File: src/rtl/hdlc_rx_pkg.sv
package hdlc_rx_pkg;

  typedef enum logic [3:0] {
    ERR_NONE  = 4'd0,
    ERR_FCS   = 4'd9,
    ERR_ALIGN = 4'd10,
    ERR_ABORT = 4'd11,
    ERR_LONG  = 4'd12,
    ERR_SHORT = 4'd13
  } err_code_e;

  typedef enum logic [1:0] {
    ST_HUNT = 2'd0,
    ST_OPEN = 2'd1,
    ST_DROP = 2'd2
  } rx_state_e;

  localparam int unsigned FCS_NARROW_BITS = 16;
  localparam int unsigned FCS_WIDE_BITS   = 32;

endpackage

File: src/rtl/hdlc_len_counter.sv
module hdlc_len_counter #(
  parameter int unsigned CNT_W = 16
) (
  input  logic             clk_i,
  input  logic             rst_ni,
  input  logic             clear_i,
  input  logic             inc_i,
  input  logic [CNT_W-1:0] limit_i,
  output logic [CNT_W-1:0] cnt_o,
  output logic             zero_o,
  output logic             over_next_o
);

  logic [CNT_W-1:0] cnt_q;
  logic [CNT_W-1:0] cnt_inc;

  // saturate rather than wrap
  assign cnt_inc = (cnt_q == '1) ? cnt_q : cnt_q + 1'b1;

  always_ff @(posedge clk_i or negedge rst_ni) begin
    if (!rst_ni)      cnt_q <= '0;
    else if (clear_i) cnt_q <= '0;
    else if (inc_i)   cnt_q <= cnt_inc;
  end

  assign cnt_o       = cnt_q;
  assign zero_o      = (cnt_q == '0);
  assign over_next_o = (cnt_inc > limit_i);

endmodule

File: src/rtl/hdlc_frame_ctrl.sv
module hdlc_frame_ctrl
  import hdlc_rx_pkg::*;
(
  input  logic clk_i,
  input  logic rst_ni,
  input  logic flag_i,
  input  logic abort_i,
  input  logic bit_valid_i,
  input  logic cnt_zero_i,
  input  logic over_next_i,
  output logic clear_o,
  output logic inc_o,
  output logic close_o,
  output logic abort_evt_o,
  output logic long_evt_o
);

  rx_state_e state_q, state_d;

  always_comb begin
    state_d     = state_q;
    clear_o     = 1'b0;
    inc_o       = 1'b0;
    close_o     = 1'b0;
    abort_evt_o = 1'b0;
    long_evt_o  = 1'b0;
    if (flag_i) begin
      clear_o = 1'b1;
      close_o = (state_q == ST_OPEN) && !cnt_zero_i;
      state_d = ST_OPEN;
    end else if (abort_i) begin
      clear_o     = 1'b1;
      abort_evt_o = (state_q == ST_OPEN) && !cnt_zero_i;
      state_d     = ST_HUNT;
    end else if (bit_valid_i && state_q == ST_OPEN) begin
      if (over_next_i) begin
        long_evt_o = 1'b1;
        clear_o    = 1'b1;
        state_d    = ST_DROP;
      end else begin
        inc_o = 1'b1;
      end
    end
  end

  always_ff @(posedge clk_i or negedge rst_ni) begin
    if (!rst_ni) state_q <= ST_HUNT;
    else         state_q <= state_d;
  end

endmodule

File: src/rtl/hdlc_err_encode.sv
module hdlc_err_encode
  import hdlc_rx_pkg::*;
#(
  parameter int unsigned CNT_W = 16
) (
  input  logic             close_i,
  input  logic             abort_i,
  input  logic             long_i,
  input  logic [CNT_W-1:0] cnt_i,
  input  logic             wide_fcs_i,
  input  logic             crc_ok_i,
  output logic             valid_o,
  output err_code_e        code_o,
  output logic             discard_o
);

  logic [CNT_W-1:0] short_thr;

  assign short_thr = wide_fcs_i ? CNT_W'(FCS_WIDE_BITS) : CNT_W'(FCS_NARROW_BITS);

  // fixed priority: short > align > fcs
  always_comb begin
    code_o = ERR_NONE;
    if (long_i)                     code_o = ERR_LONG;
    else if (abort_i)               code_o = ERR_ABORT;
    else if (cnt_i <= short_thr)    code_o = ERR_SHORT;
    else if (cnt_i[2:0] != 3'd0)    code_o = ERR_ALIGN;
    else if (!crc_ok_i)             code_o = ERR_FCS;
  end

  assign valid_o   = close_i | abort_i | long_i;
  assign discard_o = (code_o == ERR_LONG) || (code_o == ERR_SHORT);

endmodule

File: src/rtl/hdlc_rx_classifier.sv
module hdlc_rx_classifier
  import hdlc_rx_pkg::*;
#(
  parameter int unsigned MAXLEN_W = 12
) (
  input  logic                clk_i,
  input  logic                rst_ni,
  input  logic                bit_valid_i,
  input  logic                flag_i,
  input  logic                abort_i,
  input  logic                crc_ok_i,
  input  logic                fcs32_i,
  input  logic [MAXLEN_W-1:0] max_len_i,
  output logic                done_o,
  output logic [3:0]          err_code_o,
  output logic                discard_o
);

  localparam int unsigned CNT_W = MAXLEN_W + 4;

  logic [CNT_W-1:0] limit_bits;
  logic [CNT_W-1:0] cnt;
  logic             cnt_zero, over_next;
  logic             clear, inc, close_evt, abort_evt, long_evt;
  logic             enc_valid, enc_discard;
  err_code_e        enc_code;

  assign limit_bits = {1'b0, max_len_i, 3'b000};

  hdlc_len_counter #(.CNT_W(CNT_W)) u_len (
    .clk_i       (clk_i),
    .rst_ni      (rst_ni),
    .clear_i     (clear),
    .inc_i       (inc),
    .limit_i     (limit_bits),
    .cnt_o       (cnt),
    .zero_o      (cnt_zero),
    .over_next_o (over_next)
  );

  hdlc_frame_ctrl u_ctrl (
    .clk_i       (clk_i),
    .rst_ni      (rst_ni),
    .flag_i      (flag_i),
    .abort_i     (abort_i),
    .bit_valid_i (bit_valid_i),
    .cnt_zero_i  (cnt_zero),
    .over_next_i (over_next),
    .clear_o     (clear),
    .inc_o       (inc),
    .close_o     (close_evt),
    .abort_evt_o (abort_evt),
    .long_evt_o  (long_evt)
  );

  hdlc_err_encode #(.CNT_W(CNT_W)) u_enc (
    .close_i    (close_evt),
    .abort_i    (abort_evt),
    .long_i     (long_evt),
    .cnt_i      (cnt),
    .wide_fcs_i (fcs32_i),
    .crc_ok_i   (crc_ok_i),
    .valid_o    (enc_valid),
    .code_o     (enc_code),
    .discard_o  (enc_discard)
  );

  always_ff @(posedge clk_i or negedge rst_ni) begin
    if (!rst_ni) begin
      done_o     <= 1'b0;
      err_code_o <= 4'd0;
      discard_o  <= 1'b0;
    end else begin
      done_o <= enc_valid;
      if (enc_valid) begin
        err_code_o <= enc_code;
        discard_o  <= enc_discard;
      end
    end
  end

endmodule

File: config.mk
export PLATFORM = sky130hd
export DESIGN_NAME = hdlc_rx_classifier
export DESIGN_NICKNAME = d
export VERILOG_FILES = /design/src/rtl/hdlc_rx_pkg.sv /design/src/rtl/hdlc_len_counter.sv /design/src/rtl/hdlc_frame_ctrl.sv /design/src/rtl/hdlc_err_encode.sv /design/src/rtl/hdlc_rx_classifier.sv
export SDC_FILE = /design/constraint.sdc
export NUM_CORES = 1
export LEC_CHECK = 0
export CAP_MARGIN = 30
export CORE_MARGIN = 3
export CORE_UTILIZATION = 30
export DETAILED_ROUTE_END_ITERATION = 8
export GPL_TIMING_DRIVEN = 1
export PLACE_DENSITY_LB_ADDON = 0.25
export SYNTH_ARGS = -nofsm -noshare
export SYNTH_HDL_FRONTEND = slang
export SYNTH_HIERARCHICAL = 1
export SYNTH_SLANG_ARGS = --single-unit
File: constraint.sdc
create_clock -name clk_i -period 4.4 [get_ports clk_i]
set_input_delay 0.88 -clock clk_i [delete_from_list [all_inputs] [get_ports clk_i]]
set_output_delay 0.88 -clock clk_i [all_outputs]
set_load 0.02 [all_outputs]
# Word level (Yosys, flattened, before mapping)
# Index checks and enable logic that the tools add are counted.
op_classes:
  order_cmp: 2
  eq_ne: 4
  muxes: 26
  add_sub_neg: 1
  shifts: 0
  div_mod_pow: 0
  reduce_logical: 10
  mul: 0
  n_bitwise: 2
ops:
  columns: ["operator", "count"]
  rows:
  - ["$mux W16", 3]
  - ["$mux W4", 5]
  - ["$add A16 B1 Y16 const B", 1]
  - ["$eq A16 B16 Y1 const B", 1]
  - ["$gt A16 B15 Y1", 1]
  - ["$le A16 B16 Y1", 1]
  - ["$logic_not A16 Y1", 1]
  - ["$mux W1", 13]
  - ["$reduce_bool A3 Y1", 3]
  - ["$eq A4 B4 Y1 const B", 2]
  - ["$mux W2", 4]
  - ["$mux W6", 1]
  - ["$eq A2 B1 Y1 const B", 1]
  - ["$logic_and A1 B1 Y1", 2]
  - ["$or A1 B1 Y1", 2]
  - ["$reduce_and A2 Y1", 1]
  - ["$reduce_bool A2 Y1", 1]
  - ["$logic_not A1 Y1", 1]
  - ["$logic_or A1 B1 Y1", 1]
totals:
  n_memories: 0
  latch_bits: 0
  reg_bits: 24
  elab_cells: 50
  romBits: 0
  out_inout_bits: 6
  mem_bits_rw: 0
  in_bits: 19

# Depth between registers and ports, before layout
# Gate-level depths: netlist of run 1.
logic_depth:
  ltp_word: 10
  depth_mapped: 19
  depth_no_buf: 18

# By module
# Netlist of run 1, hierarchy kept.
modules_own_cells:
  columns: ["module", "cells_per_inst", "seq_area_each_um2", "area_per_inst_um2", "n_inst"]
  rows:
  - ["hdlc_len_counter", 198, 400.4, 1625.3, 1]
  - ["hdlc_rx_classifier", 12, 150.1, 210.2, 1]
  - ["hdlc_err_encode", 25, 0.0, 177.7, 1]
  - ["hdlc_frame_ctrl", 16, 50.0, 172.7, 1]

# Least setup slack after synthesis of run 1
# OpenSTA, ideal clock, no wires.
synth_timing:
  path_type: "register to register"
  start: "register u_len.cnt_q[1], in the netlist u_len/cnt_o[1]"
  end: "register discard_o"
  arrival_time_ns: 3.710
  required_time_ns: 4.275
  n_path_buf: 1
  path_stages_with_launch: 17
  period_less_slack_ns: 3.835
  setup_slack_ns: 0.565
  setup_time_ns: 0.125
  path_cell_list: "dfrtp_1 -> ha_1 -> nand3_4 -> or4_1 -> buf_6 -> nor2_2 -> nor2_1 -> xor2_1 -> ha_1 -> nand4_1 -> a21oi_1 -> o31ai_1 -> a21oi_1 -> nand2_1 -> nor4_2 -> or3_1 -> mux2_2"
synth_via:
  word_cells_on_any_way: 25
  classes_between: "1 x add/sub; 2 x order compare; 3 x eq/ne; 12 x mux; 2 x bitwise; 5 x reduce/logical"
synth_lines:
  columns: ["item", "line_no", "rtl"]
  rows:
  - ["start: declaration", "hdlc_len_counter.sv:14", "logic [CNT_W-1:0] cnt_q;"]
  - ["start signal: assignment", "hdlc_len_counter.sv:23", "else if (inc_i) cnt_q <= cnt_inc;"]
  - ["$add A16 B1 Y16 / $eq A16 B16 Y1 (equally long branches)", "hdlc_len_counter.sv:18", "assign cnt_inc = (cnt_q == '1) ? cnt_q : cnt_q + 1'b1;"]
  - ["$mux W16 *", "hdlc_len_counter.sv:18", null]
  - ["$gt A16 B15 Y1 *", "hdlc_len_counter.sv:28", "assign over_next_o = (cnt_inc > limit_i);"]
  - ["via over_next", "hdlc_rx_classifier.sv:23", "logic cnt_zero, over_next;"]
  - ["$mux W1 *", "hdlc_frame_ctrl.sv:36", "if (over_next_i) begin"]
  - ["$mux W1 *", "hdlc_frame_ctrl.sv:35", "end else if (bit_valid_i && state_q == ST_OPEN) begin"]
  - ["$mux W1 *", "hdlc_frame_ctrl.sv:31", "end else if (abort_i) begin"]
  - ["$mux W1 *", "hdlc_frame_ctrl.sv:27", "if (flag_i) begin"]
  - ["via long_evt", "hdlc_rx_classifier.sv:24", "logic clear, inc, close_evt, abort_evt, long_evt;"]
  - ["$or A1 B1 Y1 *", "hdlc_err_encode.sv:31", "assign valid_o = close_i | abort_i | long_i;"]
  - ["via enc_valid", "hdlc_rx_classifier.sv:25", "logic enc_valid, enc_discard;"]
  - ["end signal: assignment", "hdlc_rx_classifier.sv:77", "discard_o <= enc_discard;"]
  - ["end: declaration", "hdlc_rx_classifier.sv:16", "output logic discard_o"]
# The timed path passes the listed nets; every way through them passes the cells marked *.
# A chain may end at the register's enable or synchronous reset.

# Final worst setup path of run 1
layout_timing:
  start: "register u_len.cnt_q[1], in the netlist u_len/cnt_o[1]"
  end: "register u_len.cnt_q[5], in the netlist u_len/cnt_o[5]"
layout_via:
  elab_chain_len: 8
  word_cells_on_any_way: 15
  classes_between: "1 x add/sub; 1 x order compare; 1 x eq/ne; 11 x mux; 1 x reduce/logical"
layout_lines:
  columns: ["item", "line_no"]
  rows:
  - ["$add A16 B1 Y16 / $eq A16 B16 Y1 (equally long branches)", "hdlc_len_counter.sv:18"]
  - ["$mux W16 *", "hdlc_len_counter.sv:18"]
  - ["$gt A16 B15 Y1 *", "hdlc_len_counter.sv:28"]
  - ["via over_next", "hdlc_rx_classifier.sv:23"]
  - ["$mux W1 *", "hdlc_frame_ctrl.sv:36"]
  - ["$mux W1 *", "hdlc_frame_ctrl.sv:35"]
  - ["$mux W1 *", "hdlc_frame_ctrl.sv:31"]
  - ["$mux W1 *", "hdlc_frame_ctrl.sv:27"]
  - ["via inc", "hdlc_rx_classifier.sv:24"]
  - ["$reduce_bool A2 Y1 (no source line) *", null]
# The timed path passes the listed nets; every way through them passes the cells marked *. The select of a mux whose other input is x is not followed.

==> impl_metrics.env, run 1 <==
export IMPL_vias_per_cell=5.05
export IMPL_hold_viol_final=0
export IMPL_synth_largest_area_cell="dfrtp_1"
export IMPL_num_io_pins=25
export IMPL_htree_levels=1
export IMPL_synth_edf_count=0
export IMPL_seq_power_share=0.441
export IMPL_crit_required_ns=4.56
export IMPL_avgRoutedWirePerCell_um=13.9
export IMPL_die_area_um2=8350
export IMPL_gp_congestion=0.826
export IMPL_syn_inst=251
export IMPL_synth_top_area_frac=0.275
export IMPL_slew_viol_final=0
export IMPL_routed_via_count=1946
export IMPL_antenna_found_initial=0
export IMPL_initial_core_util=0.315
export IMPL_switchingPower_w=0.000134
export IMPL_grt_max_degree=17
export IMPL_seq_area_um2=601
export IMPL_worst_pin_slew_ns=0.597
export IMPL_yosys_warnings=6
export IMPL_syn_area_per_cell_um2=8.71
export IMPL_wl_mm=5.34
export IMPL_pwr_share_comb=0.197
export IMPL_clk_pin_slew_worst_paths_ns=0.09
export IMPL_post_route_period_util=0.934
export IMPL_clockBufferDepth=2
export IMPL_grt_ovfl_total=0
export IMPL_holdPathStages=1
export IMPL_startpoint_type="flop"
export IMPL_fin_cells=385
export IMPL_post_synth_num_cell_types=53
export IMPL_die_height_um=91.4
export IMPL_drc=0
export IMPL_drive_above_1_share=0.152
export IMPL_yosysSeqAreaShare=0.275
export IMPL_multiInputGateArea_um2=1470
export IMPL_ys_flop_type="dfrtp_1"
export IMPL_leakagePower_nw=1.23
export IMPL_finish_utilization=0.395
export IMPL_drt_initial_drc_count=79
export IMPL_finalWorstSetupSlack_ns=0.292
export IMPL_min_delay_start="err_code_o[3]"
export IMPL_async_flop_share=1.00
export IMPL_worst_clock_skew_ns=0.00911
export IMPL_crit_fanout=16
export IMPL_swShare=0.245
export IMPL_reg2reg_from="u_len/cnt_o[1]"
export IMPL_worst_ep_arrival_time_ns=4.26
export IMPL_timing_hold_ws_ns=0.521
export IMPL_peakVddDrop_uv=113
export IMPL_hold_path_endpoint="err_code_o[3]"
export IMPL_post_route_min_period_ns=4.11
export IMPL_synth_area_leaders="dfrtp_1 (27%), ha_1 (11%), xnor2_1 (4.4%)"
export IMPL_numCtsBuffers=3
export IMPL_grt_pass1_vias=1944
export IMPL_diodes=0
export IMPL_ant_nets=0
export IMPL_p_per_area_nw_per_um2=199
export IMPL_clockPowerShare=0.362
export IMPL_ys_ff_latch=24
export IMPL_timing_fmax_mhz=243
export IMPL_drt_pre_antenna_iters=4
export IMPL_drv_cap=0
export IMPL_grt_pass1_wl_mm=9.29
export IMPL_r2r_cells=18
export IMPL_cts_tree="yes"
export IMPL_setup_viol=0
export IMPL_final_nets=329
export IMPL_clock_latency_ns=0.27
export IMPL_dp_cells=379
export IMPL_slew_headroom=0.598
export IMPL_io_buffers=24
export IMPL_cts_sinks=24
export IMPL_critPathKind="reg -> reg"
export IMPL_syn_area_um2=2190
export IMPL_synthTopCellsByCount="dfrtp_1 (24), inv_1 (24), ha_1 (20), nor2_1 (17), nand2_1 (15)"
export IMPL_rr_endpoint="u_len/cnt_o[5]"
export IMPL_pre_cts_ws_ns=0.0660
export IMPL_num_rows=30
export IMPL_r2r_setup_slack_ns=0.29
export IMPL_status="finished clean"
export IMPL_cts_root_buf="clkbuf_8"
export IMPL_p_int_w=0.000412
export IMPL_die_x_um=91.4
export IMPL_area_growth_pct=25.4
export IMPL_core_um2=6940
export IMPL_grtUsageTotal=0.135
export IMPL_endpoint_kind="flop"
export IMPL_dp_hpwl_mm=4.23
export IMPL_fillers=707
export IMPL_min_path_type="reg -> reg"
==> cells by family (layout without fill, tap and decap cells) <==
group,Yosys count,count (layout),synth area share
and+or+nand+nor,98,98,0.278
AOI/OAI and AO/OA,46,46,0.148
buffers and inverters,35,70,0.0653
DFF,24,24,0.275
adders and majority gates,20,20,0.114
xor gates and xnor gates,17,17,0.0681
muxes,10,10,0.0498
other,1,4,0.00172
==> layer usage <==
| metal | up-vias | routed length (um) | global-route usage |
|---|---|---|---|
| li1 | 982 | - | - |
| met1 | 927 | 2600 | 0.186 |
| met2 | 31 | 2520 | 0.219 |
| met3 | 6 | 167 | 0.0282 |
| met4 | 0 | 57 | 0.0251 |
| met5 | - | 0 | 0 |
==> worst max-delay path by stage <==
| stage | slack [ns] | startpoint | to |
|---|---|---|---|
| floorplan | 0.57 | u_len/cnt_o[1] | discard_o |
| global placement | 0.15 | u_len/cnt_o[1] | err_code_o[3] |
| detailed placement | 0.07 | u_len/cnt_o[1] | err_code_o[0] |
| CTS | 0.04 | u_len/cnt_o[1] | err_code_o[3] |
| global route | -0.01 | u_len/cnt_o[1] | err_code_o[1] |
| finish | 0.29 | u_len/cnt_o[1] | u_len/cnt_o[5] |
==> registers in the layout, summed over array words and instances (netlist names) <==
signal	flops
done_o	1
u_ctrl/state_q	2
discard_o	1
err_code_o	4
u_len/cnt_o	16
==> power by group through the flow <==
stage | clock (W) | combinational [W] | sequential [W]
after floorplan | 0 | 0.0000365 | 0.000259
after global placement | 0 | 0.000107 | 0.000245
after detailed placement | 0 | 0.000107 | 0.000245
after CTS | 0.000203 | 0.000108 | 0.000241
after global routing | 0.000212 | 0.000117 | 0.000242
final | 0.000198 | 0.000107 | 0.000240
==> through the flow <==
step | instance area [um^2] | setup TNS, ns | power [W]
floorplan | 2200 | 0 | 0.000295
global placement | 2640 | 0 | 0.000352
detailed placement | 2640 | 0 | 0.000352
CTS | 2710 | 0 | 0.000552
global route | 2740 | -0.0140 | 0.000572
finish | 2740 | 0 | 0.000545
==> cells in the final DEF (no fill, tap or decap), drive strengths merged, types with 3 or more instances in the layout <==
master / count
xnor2: 11
ha: 20
a21oi: 12
clkdlybuf4s50: 24
nand3: 12
xor2: 6
nor2b: 3
inv: 24
and2: 3
a31oi: 3
nor2: 18
buf: 18
dfrtp: 24
and4: 4
o21ai: 12
clkbuf: 3
nor4: 11
nand4: 9
mux2: 7
nor4b: 3
mux2i: 3
and3: 5
conb: 4
o211ai: 7
nor3: 6
nand2: 15
==> timing repair <==
| item | in CTS | in global routing |
|---|---|---|
| gates resized for setup | 0 | 3 |
| buffers inserted | 0 | 2 |
| endpoints found under the hold margin | 0 | 0 |
| hold buffers | 0 | 0 |
| setup endpoints to repair | 0 | 8 |
==> worst max-delay path, stage by stage (launching register included) <==
cell     delay [ns]
dfrtp_1        0.45
ha_1           0.28
nand3_4        0.15
or4_1          0.59
nor2_2         0.21
nor2_1         0.09
xor2_1         0.15
ha_1           0.31
nand4_1        0.13
a21oi_1        0.06
o31ai_1        0.28
a21oi_2        0.16
buf_4          0.17
nor4b_4        0.26
buf_12         0.19
nand4_1        0.09
a21oi_1        0.23
xnor2_1        0.15
nor2_1         0.05
==> cell type report <==
type	count	share of cell area
inverters	24	0.0329
multi-input cells	195	0.537
repair buffers	42	0.141
well taps	96	0.0438
flip-flops and latches	24	0.219
clock buffers	3	0.0151
clock inverters	1	0.0110
Power figures use the tool's default switching activity.
==> run 2: changes to the inputs <==
- CELL_PAD_IN_SITES_DETAIL_PLACEMENT: default -> 0
- CELL_PAD_IN_SITES_GLOBAL_PLACEMENT: default -> 1
- clock period: 4.4 -> 4.6 ns (I/O delays scaled with it)
==> impl_metrics.env, run 2 (same netlist as run 1, synthesis figures left out) <==
export IMPL_htree_levels=1
export IMPL_antenna_found_initial=0
export IMPL_grt_max_degree=25
export IMPL_io_buffers=24
export IMPL_rsz0062_at_grt="false"
export IMPL_dp_hpwl_mm=4.30
export IMPL_drt_initial_drc_count=97
export IMPL_post_route_period_util=0.894
export IMPL_final_nets=328
export IMPL_worst_pin_slew_ns=0.519
export IMPL_critPathKind="reg -> reg"
export IMPL_clk_pin_slew_worst_paths_ns=0.09
export IMPL_r2r_setup_slack_ns=0.49
export IMPL_worst_ep_arrival_time_ns=4.28
export IMPL_setup_viol=0
export IMPL_die_x_um=91.4
export IMPL_clock_latency_ns=0.27
export IMPL_clockPowerShare=0.366
export IMPL_grtUsageTotal=0.142
export IMPL_drc=0
export IMPL_drv_cap=0
export IMPL_area_growth_pct=24.4
export IMPL_worst_clock_skew_ns=0.00272
export IMPL_largest_reg_flops=16
export IMPL_timing_hold_ws_ns=0.519
export IMPL_initial_core_util=0.315
export IMPL_tns_ns=0
export IMPL_num_io_pins=25
export IMPL_gp_congestion=0.822
export IMPL_p_per_area_nw_per_um2=192
export IMPL_crit_required_ns=4.77
export IMPL_hold_viol_final=0
export IMPL_die_height_um=91.4
export IMPL_routed_via_count=1897
export IMPL_swShare=0.247
export IMPL_diodes=0
export IMPL_die_area_um2=8350
export IMPL_vias_per_cell=4.94
export IMPL_num_rows=30
export IMPL_reg2reg_from="u_len/cnt_o[1]"
export IMPL_cts_sinks=24
export IMPL_min_delay_start="discard_o"
export IMPL_dpl_cell_area_um2=2650
export IMPL_drt_pre_antenna_iters=4
export IMPL_p_int_w=0.000394
export IMPL_fin_cells=384
export IMPL_wl_mm=5.61
export IMPL_seq_area_um2=601
export IMPL_drive_above_1_share=0.146
export IMPL_post_route_min_period_ns=4.11
export IMPL_fillers=725
export IMPL_grt_ovfl_total=0
export IMPL_power_w=0.000523
export IMPL_dp_cells=380
export IMPL_cts_root_buf="clkbuf_8"
export IMPL_grt_pass1_wl_mm=9.69
export IMPL_leakagePower_nw=1.23
export IMPL_post_cts_setup_buffers=0
export IMPL_crit_fanout=8
export IMPL_switchingPower_w=0.000129
export IMPL_endpoint_kind="flop"
export IMPL_finalInstanceArea_um2=2720
export IMPL_min_path_type="reg -> reg"
export IMPL_clockBufferDepth=2
export IMPL_multiInputGateArea_um2=1460
export IMPL_hold_path_endpoint="discard_o"
export IMPL_holdPathStages=1
export IMPL_slew_viol_final=0
export IMPL_peakVddDrop_uv=105
export IMPL_avgRoutedWirePerCell_um=14.6
export IMPL_rr_endpoint="err_code_o[3]"
export IMPL_r2r_cells=15
export IMPL_startpoint_type="flop"
export IMPL_seq_power_share=0.438
export IMPL_status="finished clean"
export IMPL_timing_fmax_mhz=243
export IMPL_core_um2=6940
export IMPL_slew_headroom=0.651
export IMPL_grt_pass1_vias=1942
export IMPL_final_cell_mix="dfrtp_1 (24), clkdlybuf4s50_1 (24), inv_1 (24)"
export IMPL_cts_tree="yes"
export IMPL_numCtsBuffers=3
export IMPL_ant_nets=0
export IMPL_pwr_share_comb=0.196
## run 2: layer usage
metal | wire (um) | vias to the layer above | GRT usage
li1 | - | 977 | -
met1 | 2760 | 886 | 0.194
met2 | 2660 | 26 | 0.236
met3 | 94 | 8 | 0.0224
met4 | 101 | 0 | 0.0314
met5 | 0 | - | 0
## run 2: power groups by stage
stage / combinational, W / sequential [W] / clock [W]
after CTS: 0.000104 / 0.000230 / 0.000199
after global routing: 0.000112 / 0.000231 / 0.000207
after detailed placement: 0.000104 / 0.000234 / 0
after global placement: 0.000103 / 0.000234 / 0
after floorplan: 0.0000349 / 0.000247 / 0
final: 0.000102 / 0.000229 / 0.000192
## run 2: critical path, stage by stage (launching register included)
cell     delay (ns)
dfrtp_1        0.46
ha_1           0.28
nand3_4        0.14
or4_1          0.58
nor2_2         0.21
nor2_1         0.09
xor2_1         0.16
ha_1           0.31
nand4_1        0.12
a21oi_1        0.15
o31ai_1        0.10
a21oi_2        0.32
nand2_1        0.13
nor4_2         0.31
or3_1          0.30
mux2_2         0.36
## run 2: worst max path at each step
stage / from / to / slack, ns / cells after the start
4_1_cts: u_len/cnt_o[1] / err_code_o[3] / 0.26 / 15
6_report: u_len/cnt_o[1] / err_code_o[3] / 0.49 / 15
3_3_place_gp: u_len/cnt_o[1] / err_code_o[0] / 0.36 / 15
2_1_floorplan: u_len/cnt_o[1] / discard_o / 0.77 / 16
3_5_place_dp: u_len/cnt_o[1] / err_code_o[3] / 0.28 / 15
5_1_grt: u_len/cnt_o[1] / err_code_o[0] / 0.17 / 15
## run 2: cell type report
cell class | count | share of cell area
multi-input combinational | 195 | 0.536
clock buffer | 3 | 0.0152
timing repair buffer | 41 | 0.140
sequential | 24 | 0.221
clock inverter | 1 | 0.0110
tap | 96 | 0.0442
inverter | 24 | 0.0331
## run 2: repair_timing
action | CTS | global route
resized for setup | 0 | 1
setup endpoints to repair | 0 | 5
hold buffers | 0 | 0
## run 2: stage by stage
stage / util / setup slack, ns
2_1_floorplan: - / 0.765
3_3_place_gp: 0.381 / 0.364
3_5_place_dp: 0.381 / 0.277
4_1_cts: 0.391 / 0.262
5_1_grt: 0.392 / 0.172
6_report: 0.392 / 0.487
==> run 3: changes to the inputs <==
- SETUP_SLACK_MARGIN: default -> 0.15
==> results of run 3 <==
No change in the layout: final DEF, timing and power equal those of run 2.
